$ cat src/rtl/rxto_pkg.sv
package rxto_pkg;

   // Four character times expressed in baud ticks (shift by two).
   function automatic logic [25:0] quad_period(input logic [23:0] period);
      return {period, 2'b00};
   endfunction

endpackage

$ cat src/rtl/rxto_limit.sv
module rxto_limit #(
   parameter int CHAR_W    = 12,
   parameter bit REG_LIMIT = 1'b1,
   localparam int CNT_W    = CHAR_W + 2
) (
   input  logic              clk,
   input  logic              rst_n,
   input  logic [CHAR_W-1:0] period_i,
   output logic [CNT_W-1:0]  limit_o
);
   import rxto_pkg::*;

   logic [25:0]      wide_period_q4;
   logic [CNT_W-1:0] limit_next;

   always_comb begin
      wide_period_q4 = quad_period(24'(period_i));
      limit_next     = wide_period_q4[CNT_W-1:0];
   end

   generate
      if (REG_LIMIT) begin : g_reg
         logic [CNT_W-1:0] limit_q;
         always_ff @(posedge clk or negedge rst_n) begin
            if (!rst_n) limit_q <= '0;
            else        limit_q <= limit_next;
         end
         assign limit_o = limit_q;
      end else begin : g_comb
         assign limit_o = limit_next;
      end
   endgenerate

endmodule

$ cat src/rtl/rxto_counter.sv
module rxto_counter #(
   parameter int CNT_W = 14
) (
   input  logic             clk,
   input  logic             rst_n,
   input  logic             arm_i,
   input  logic             restart_i,
   input  logic             tick_i,
   input  logic [CNT_W-1:0] limit_i,
   output logic             expire_o
);
   localparam logic [CNT_W-1:0] ONE = CNT_W'(1);

   logic [CNT_W-1:0] idle_cnt;
   logic             below_limit;
   logic             last_step;

   assign below_limit = idle_cnt < limit_i;
   assign last_step   = (idle_cnt + ONE) == limit_i;

   always_ff @(posedge clk or negedge rst_n) begin
      if (!rst_n)                        idle_cnt <= '0;
      else if (!arm_i || restart_i)      idle_cnt <= '0;
      else if (tick_i && below_limit)    idle_cnt <= idle_cnt + ONE;
   end

   assign expire_o = arm_i && !restart_i && tick_i && below_limit && last_step;

endmodule

$ cat src/rtl/rxto_flag.sv
module rxto_flag (
   input  logic clk,
   input  logic rst_n,
   input  logic arm_i,
   input  logic clear_i,
   input  logic expire_i,
   output logic flag_o
);
   always_ff @(posedge clk or negedge rst_n) begin
      if (!rst_n)                 flag_o <= 1'b0;
      else if (!arm_i || clear_i) flag_o <= 1'b0;
      else if (expire_i)          flag_o <= 1'b1;
   end
endmodule

$ cat src/rtl/rx_char_timeout.sv
module rx_char_timeout #(
   parameter int CHAR_W    = 12,
   parameter bit REG_LIMIT = 1'b1
) (
   input  logic              clk,
   input  logic              rst_n,
   input  logic              fifo_mode_i,
   input  logic              fifo_nonempty_i,
   input  logic              baud_tick_i,
   input  logic              char_wr_i,
   input  logic              host_rd_i,
   input  logic [CHAR_W-1:0] char_period_i,
   output logic              timeout_o
);
   localparam int CNT_W = CHAR_W + 2;

   generate
      if (CHAR_W < 2 || CHAR_W > 24) begin : g_bad_width
         $error("rx_char_timeout: CHAR_W must lie in 2..24");
      end
   endgenerate

   logic             armed;
   logic             restart;
   logic             expire;
   logic [CNT_W-1:0] limit;

   assign armed   = fifo_mode_i && fifo_nonempty_i;
   assign restart = host_rd_i || char_wr_i;

   rxto_limit #(.CHAR_W(CHAR_W), .REG_LIMIT(REG_LIMIT)) u_limit (
      .clk      (clk),
      .rst_n    (rst_n),
      .period_i (char_period_i),
      .limit_o  (limit)
   );

   rxto_counter #(.CNT_W(CNT_W)) u_counter (
      .clk       (clk),
      .rst_n     (rst_n),
      .arm_i     (armed),
      .restart_i (restart),
      .tick_i    (baud_tick_i),
      .limit_i   (limit),
      .expire_o  (expire)
   );

   rxto_flag u_flag (
      .clk      (clk),
      .rst_n    (rst_n),
      .arm_i    (armed),
      .clear_i  (host_rd_i),
      .expire_i (expire),
      .flag_o   (timeout_o)
   );

endmodule

$ cat config.mk
export PLATFORM = sky130hd
export DESIGN_NAME = rx_char_timeout
export DESIGN_NICKNAME = d
export VERILOG_FILES = /design/src/rtl/rxto_pkg.sv /design/src/rtl/rxto_limit.sv /design/src/rtl/rxto_counter.sv /design/src/rtl/rxto_flag.sv /design/src/rtl/rx_char_timeout.sv
export SDC_FILE = /design/constraint.sdc
export NUM_CORES = 1
export LEC_CHECK = 0
export CORE_UTILIZATION = 52
export CTS_CLUSTER_SIZE = 16
export DETAILED_ROUTE_END_ITERATION = 10
export HOLD_SLACK_MARGIN = 0.08
export MAX_ROUTING_LAYER = met4
export PLACE_DENSITY = 0.76
export SYNTH_ARGS = -nofsm -noshare
export SYNTH_HDL_FRONTEND = slang
export SYNTH_SLANG_ARGS = --single-unit
export TNS_END_PERCENT = 30
$ cat constraint.sdc
create_clock -name clk -period 2.4 [get_ports clk]
set_input_delay 0.48 -clock clk [delete_from_list [all_inputs] [get_ports clk]]
set_output_delay 0.48 -clock clk [all_outputs]
set_load 0.005 [all_outputs]
==> flow_metrics.env, run 1 <==
export IMPL_fin_nets=254
export IMPL_worstPathCellList="inv_1 > ha_1 > and4_1 > o21ai_0 > o21ai_2 > buf_12 > or4_1 > a21oi_1"
export IMPL_r2r_slack_ns=0.10
export IMPL_ys_flop_type="dfrtp_1"
export IMPL_start_util_pct=56.5
export IMPL_drc_errors=0
export IMPL_antenna_found_initial=0
export IMPL_regArea_um2=676
export IMPL_multi_input_area_um2=1020
export IMPL_antenna_left=0
export IMPL_core_area_um2=3130
export IMPL_power_leakage_uw=0.000979
export IMPL_hold_viol=0
export IMPL_instances_no_fill=265
export IMPL_peakVddDrop_mv=0.269
export IMPL_fin_tns_setup_ns=0
export IMPL_clk_pin_slew_worst_paths_ns=0.14
export IMPL_fillers=261
export IMPL_timing_final_crit_share_pct=95.7
export IMPL_synth_top_cell_by_area="dfrtp_1"
export IMPL_clockRootBuffer="clkbuf_4"
export IMPL_drt_iter0_drc=74
export IMPL_fin_crit_ns=2.30
export IMPL_ios=20
export IMPL_dp_cells=260
export IMPL_drv_slew=0
export IMPL_ys_warn_count=0
export IMPL_die_w_um=60.3
export IMPL_maxCapViolCount=0
export IMPL_rr_worst_depth=8
export IMPL_cts_buffer_depth=2
export IMPL_vias=1553
export IMPL_gr_usage_all_layers_pct=25.1
export IMPL_worst_slew_pin_slew_ns=0.438
export IMPL_rr_endpoint="u_counter.idle_cnt[9]"
export IMPL_hold_buffers=0
export IMPL_crit_type="flip-flop to flip-flop"
export IMPL_synth_cells=188
export IMPL_h_tree_depth=1
export IMPL_required_ns=2.67
export IMPL_wl_per_cell_um=15.4
export IMPL_final_area_um2=2170
export IMPL_n_antenna_cell=0
export IMPL_fmax_mhz=436
export IMPL_cp_data_arrival_time_ns=2.57
export IMPL_row_count=20
export IMPL_cts_tree="yes"
export IMPL_grt_setup_unrepaired="no"
export IMPL_gp_congestion=0.930
export IMPL_overflow=0
export IMPL_netlist_cell_type_count=42
export IMPL_yosysTopAreaCellShare_pct=38.2
export IMPL_port_buffers=19
export IMPL_cts_sinks=27
export IMPL_routed_via_density=5.86
export IMPL_cts_buffers=3
export IMPL_yosysSeqAreaShare_pct=38.2
export IMPL_relSlewSlack_pct=70.5
export IMPL_final_cell_mix="27 x dfrtp_1, 19 x nand2_1, 19 x clkdlybuf4s50_1, 16 x inv_1, 16 x buf_4"
export IMPL_syn_num_nets=220
export IMPL_async_reset_ff_share_pct=100
export IMPL_fin_skew_ns=0.00621
export IMPL_synthTopCellsByArea="dfrtp_1 38%, ha_1 9.2%, xnor2_1 5.4%, or4_1 4.7%, nand2_1 4.0%"
export IMPL_grt_max_degree=28
export IMPL_syn_area_per_cell_um2=9.40
export IMPL_dieArea_um2=3640
export IMPL_die_h_um=60.3
export IMPL_synthesis_area_um2=1770
export IMPL_crit_path_max_fanout=26
export IMPL_areaGrowthSynthToFinish_pct=22.9
export IMPL_powerDensity_nw_per_um2=357
export IMPL_drive_above_1_share_pct=13.6
export IMPL_grt_pass1_vias=1474
export IMPL_synth_edf_count=0
export IMPL_setup_viol=0
export IMPL_worstSkewPairLatency_ns=0.33
export IMPL_crit_path_max_incr_delay_ns=0.51
export IMPL_endpoint_kind="flip-flop"
export IMPL_rr_startpoint="u_limit.limit_o[8]"
export IMPL_synth_seq_cells=27
export IMPL_first_pass_iters=4
export IMPL_hold_class="input pin to async pin"
export IMPL_critPathSlowestCell="or4_1"
export IMPL_grt_pass1_wl_um=6470
export IMPL_start_kind="flip-flop"
export IMPL_routed_wl_um=4080
export IMPL_final_common_cell="dfrtp_1"
export IMPL_status="complete, no violations"
export IMPL_postPlaceCellArea_um2=2110
export IMPL_dp_hpwl_um=3070
==> power by group <==
| part | leakage (µW) | total [µW] | switching [µW] | internal (µW) |
|---|---|---|---|---|
| registers | 0.000349 | 474 | 8.86 | 466 |
| clock network | 0.0000177 | 198 | 135 | 62.7 |
| logic | 0.000612 | 102 | 46.5 | 55.7 |
| total | 0.000979 | 775 | 191 | 584 |
==> per-layer routing <==
layer	vias to the layer above	track usage, %	routed length, µm
li1	752	-	-
met1	722	28.4	1670
met2	71	43.2	2040
met3	8	6.71	317
met4	0	6.98	56
met5	-	-	0
==> layout make-up <==
type	count	area share, %
Sequential cell	27	31.1
Clock buffer	3	1.04
Timing Repair Buffer	36	15.2
Clock inverter	1	0.230
Tap cell	44	2.53
Inverter	16	2.76
Multi-Input combinational cell	138	47.1
==> worst max path at each step <==
stage / from / endpoint / cells past startpoint
floorplan: u_counter.idle_cnt[0] / u_flag.flag_o / 7
global placement: u_limit.limit_o[7] / u_counter.idle_cnt[11] / 9
detailed placement: u_limit.limit_o[7] / u_counter.idle_cnt[11] / 9
CTS: u_limit.limit_o[7] / u_counter.idle_cnt[11] / 9
global route: u_counter.idle_cnt[0] / u_flag.flag_o / 7
finish: u_limit.limit_o[8] / u_counter.idle_cnt[9] / 8
==> flip-flops by register name, indices dropped and copies added (netlist names) <==
register,count
u_limit.limit_o,12
u_counter.idle_cnt,14
u_flag.flag_o,1
==> cells by family after synthesis <==
kind of cell / synth area share (%)
flops: 38.2
mux: 1.13
xor+xnor: 7.93
buf+inv: 5.66
fa+ha+maj: 9.20
simple gates: 21.4
compound gates: 16.4
==> worst max-delay path, delay by kind of cell (launching register included) <==
kind	cells	cell delay, ns
adders and majority gates	1	0.32
buffers and inverters	2	0.25
and+or+nand+nor	2	0.74
DFF	1	0.42
AOI/OAI and AO/OA	3	0.51
==> cell usage after synthesis, types with 4 or more instances <==
cell      number
a21oi_1        8
buf_2          5
dfrtp_1       27
ha_1          13
inv_1         16
nand2_1       19
nand2b_1       4
nand3_1        4
nand4_1        4
o211ai_1       9
o21ai_0        7
or4_1         11
xnor2_1       11
xor2_1         5
==> what timing repair did <==
item                       in CTS  in global routing
buffers inserted                0                  1
resized for setup               0                  7
setup endpoints to repair       0                  2
==> stage by stage <==
| step | util [%] | total power, µW | hold WS [ns] | setup WS, ns |
|---|---|---|---|---|
| after detailed placement | 67.3 | 581 | 0.498 | 0.0400 |
| after global placement | 67.3 | 578 | 0.517 | 0.0970 |
| after CTS | 68.2 | 781 | 0.495 | 0.00584 |
| after global routing | 69.4 | 813 | 0.508 | 0.00642 |
| after floorplan | - | 525 | 0.184 | 0.346 |
| final | 69.4 | 775 | 0.495 | 0.104 |
Power figures use the tool's default switching activity.
==> inputs of run 2 (changes only) <==
--- a/config.mk
+++ b/config.mk
@@ -5,12 +5,12 @@
 export SDC_FILE = /design/constraint.sdc
 export NUM_CORES = 1
 export LEC_CHECK = 0
-export CORE_UTILIZATION = 52
+export CORE_UTILIZATION = 56
 export CTS_CLUSTER_SIZE = 16
 export DETAILED_ROUTE_END_ITERATION = 10
 export HOLD_SLACK_MARGIN = 0.08
 export MAX_ROUTING_LAYER = met4
-export PLACE_DENSITY = 0.76
+export PLACE_DENSITY = 0.81
 export SYNTH_ARGS = -nofsm -noshare
 export SYNTH_HDL_FRONTEND = slang
 export SYNTH_SLANG_ARGS = --single-unit
==> run 2 against run 1 <==
Design area fell by 0.81%; clock skew rose by 0.0030 ns; critical path depth did not move; highest routed layer unchanged; worst hold slack got worse by 0.034 ns; power rose by 0.26%; setup slack improved by 0.036 ns; first-iteration DRC count fell by 22%.
==> flow_metrics.env, run 2 (same netlist as run 1, synthesis figures left out) <==
export IMPL_overflow=0
export IMPL_clockRootBuffer="clkbuf_4"
export IMPL_row_count=20
export IMPL_powerDensity_nw_per_um2=360
export IMPL_hold_class="input pin to async pin"
export IMPL_drc_errors=0
export IMPL_drive_above_1_share_pct=12.3
export IMPL_start_util_pct=58.4
export IMPL_cts_tree="yes"
export IMPL_cp_data_arrival_time_ns=2.52
export IMPL_rr_endpoint="u_counter.idle_cnt[9]"
export IMPL_cts_sinks=27
export IMPL_gr_usage_all_layers_pct=30.3
export IMPL_start_kind="flip-flop"
export IMPL_wl_per_cell_um=16.2
export IMPL_timing_final_crit_share_pct=94.1
export IMPL_areaGrowthSynthToFinish_pct=21.9
export IMPL_cts_buffer_depth=2
export IMPL_worstSkewPairLatency_ns=0.33
export IMPL_fin_crit_ns=2.26
export IMPL_power_leakage_uw=0.000962
export IMPL_final_cell_mix="25 x dfrtp_1, 19 x nand2_1, 19 x clkdlybuf4s50_1, 16 x inv_1, 15 x buf_4"
export IMPL_fin_ws_ns=0.141
export IMPL_rr_worst_depth=8
export IMPL_first_pass_iters=4
export IMPL_antenna_left=0
export IMPL_crit_path_max_fanout=13
export IMPL_ios=20
export IMPL_final_common_cell="dfrtp_1"
export IMPL_routed_wl_um=4280
export IMPL_fin_tns_setup_ns=0
export IMPL_postPlaceCellArea_um2=2080
export IMPL_die_h_um=58.2
export IMPL_r2r_slack_ns=0.14
export IMPL_instances_no_fill=264
export IMPL_crit_type="flip-flop to flip-flop"
export IMPL_setup_viol=0
export IMPL_finalPower_uw=776
export IMPL_largest_register_ffs=14
export IMPL_final_area_um2=2150
export IMPL_drv_slew=0
export IMPL_dp_cells=258
export IMPL_grt_pass1_wl_um=7580
export IMPL_dieArea_um2=3390
export IMPL_multi_input_area_um2=1030
export IMPL_hold_viol=0
export IMPL_pre_cts_slack_ns=0.0234
export IMPL_worst_slew_pin_slew_ns=0.429
export IMPL_maxCapViolCount=0
export IMPL_core_area_um2=3030
export IMPL_crit_end="u_counter.idle_cnt[9]"
export IMPL_grt_max_degree=16
export IMPL_rr_startpoint="u_limit.limit_o[9]"
export IMPL_regArea_um2=678
export IMPL_critPathLaunch="u_limit.limit_o[9]"
export IMPL_die_w_um=58.2
export IMPL_fmax_mhz=443
export IMPL_status="complete, no violations"
export IMPL_top_register="u_counter.idle_cnt"
export IMPL_clk_pin_slew_worst_paths_ns=0.15
export IMPL_cts_buffers=3
export IMPL_vias=1582
export IMPL_drt_iter0_drc=58
export IMPL_fin_skew_ns=0.00917
export IMPL_antenna_found_initial=0
export IMPL_port_buffers=19
export IMPL_fin_nets=253
export IMPL_dp_hpwl_um=3200
export IMPL_required_ns=2.66
export IMPL_grt_pass1_vias=1647
export IMPL_gp_congestion=0.889
export IMPL_relSlewSlack_pct=71.3
export IMPL_h_tree_depth=1
export IMPL_fillers=240
export IMPL_endpoint_kind="flip-flop"
export IMPL_n_antenna_cell=0
export IMPL_peakVddDrop_mv=0.370
export IMPL_routed_via_density=5.99
-- run 2: cell type report --
class                   count  share of cell area [%]
clock inverters             1                   0.232
well taps                  44                    2.56
inverters                  16                    2.79
multi-input cells         139                    47.9
clock buffers               3                    1.05
repair buffers             34                    14.1
flip-flops and latches     27                    31.5
-- run 2: metal layers --
metal	vias up	global-route usage, %	part of all wire [%]
li1	753	-	-
met1	755	37.7	42
met2	70	50.4	50
met3	4	6.47	6.8
met4	0	7.48	0.93
met5	-	-	0
-- run 2: timing repair --
action / in CTS / in global routing
gates resized for setup: 3 / 6
hold buffers: 0 / 0
pin swaps: 0 / 3
gates cloned: 1 / 0
setup buffers: 0 / 1
endpoints found under the setup margin: 3 / 6
-- run 2: worst min-delay path by stage --
stage | startpoint | endpoint | slack (ns) | depth (start not counted)
after detailed placement | u_flag.flag_o | u_flag.flag_o | 0.48 | 2
after floorplan | rst_n | u_counter.idle_cnt[0] | 0.18 | 0
final | rst_n | u_counter.idle_cnt[10] | 0.46 | 2
after CTS | rst_n | u_counter.idle_cnt[10] | 0.46 | 2
after global placement | u_flag.flag_o | u_flag.flag_o | 0.50 | 2
after global routing | rst_n | u_counter.idle_cnt[11] | 0.48 | 2
-- run 2: critical path, stage by stage, from the launching register on --
cell and delay [ns]:
dfrtp_1 0.41, inv_1 0.06, ha_1 0.32, a21oi_1 0.13, o21ai_1 0.12, a211oi_2 0.32, o21ai_4 0.16, or4_1 0.52
a21oi_1 0.16
-- run 2: through the flow --
stage,hold slack (ns),util (%)
after floorplan,0.184,-
after global placement,0.500,68.6
after detailed placement,0.477,68.6
after CTS,0.458,70.2
after global routing,0.483,71.2
final,0.462,71.2
-- run 2: where the power goes --
part	total (µW)	internal [µW]	switching, µW
clock network	199	62.6	136
logic	102	53.0	48.9
registers	476	466	9.74
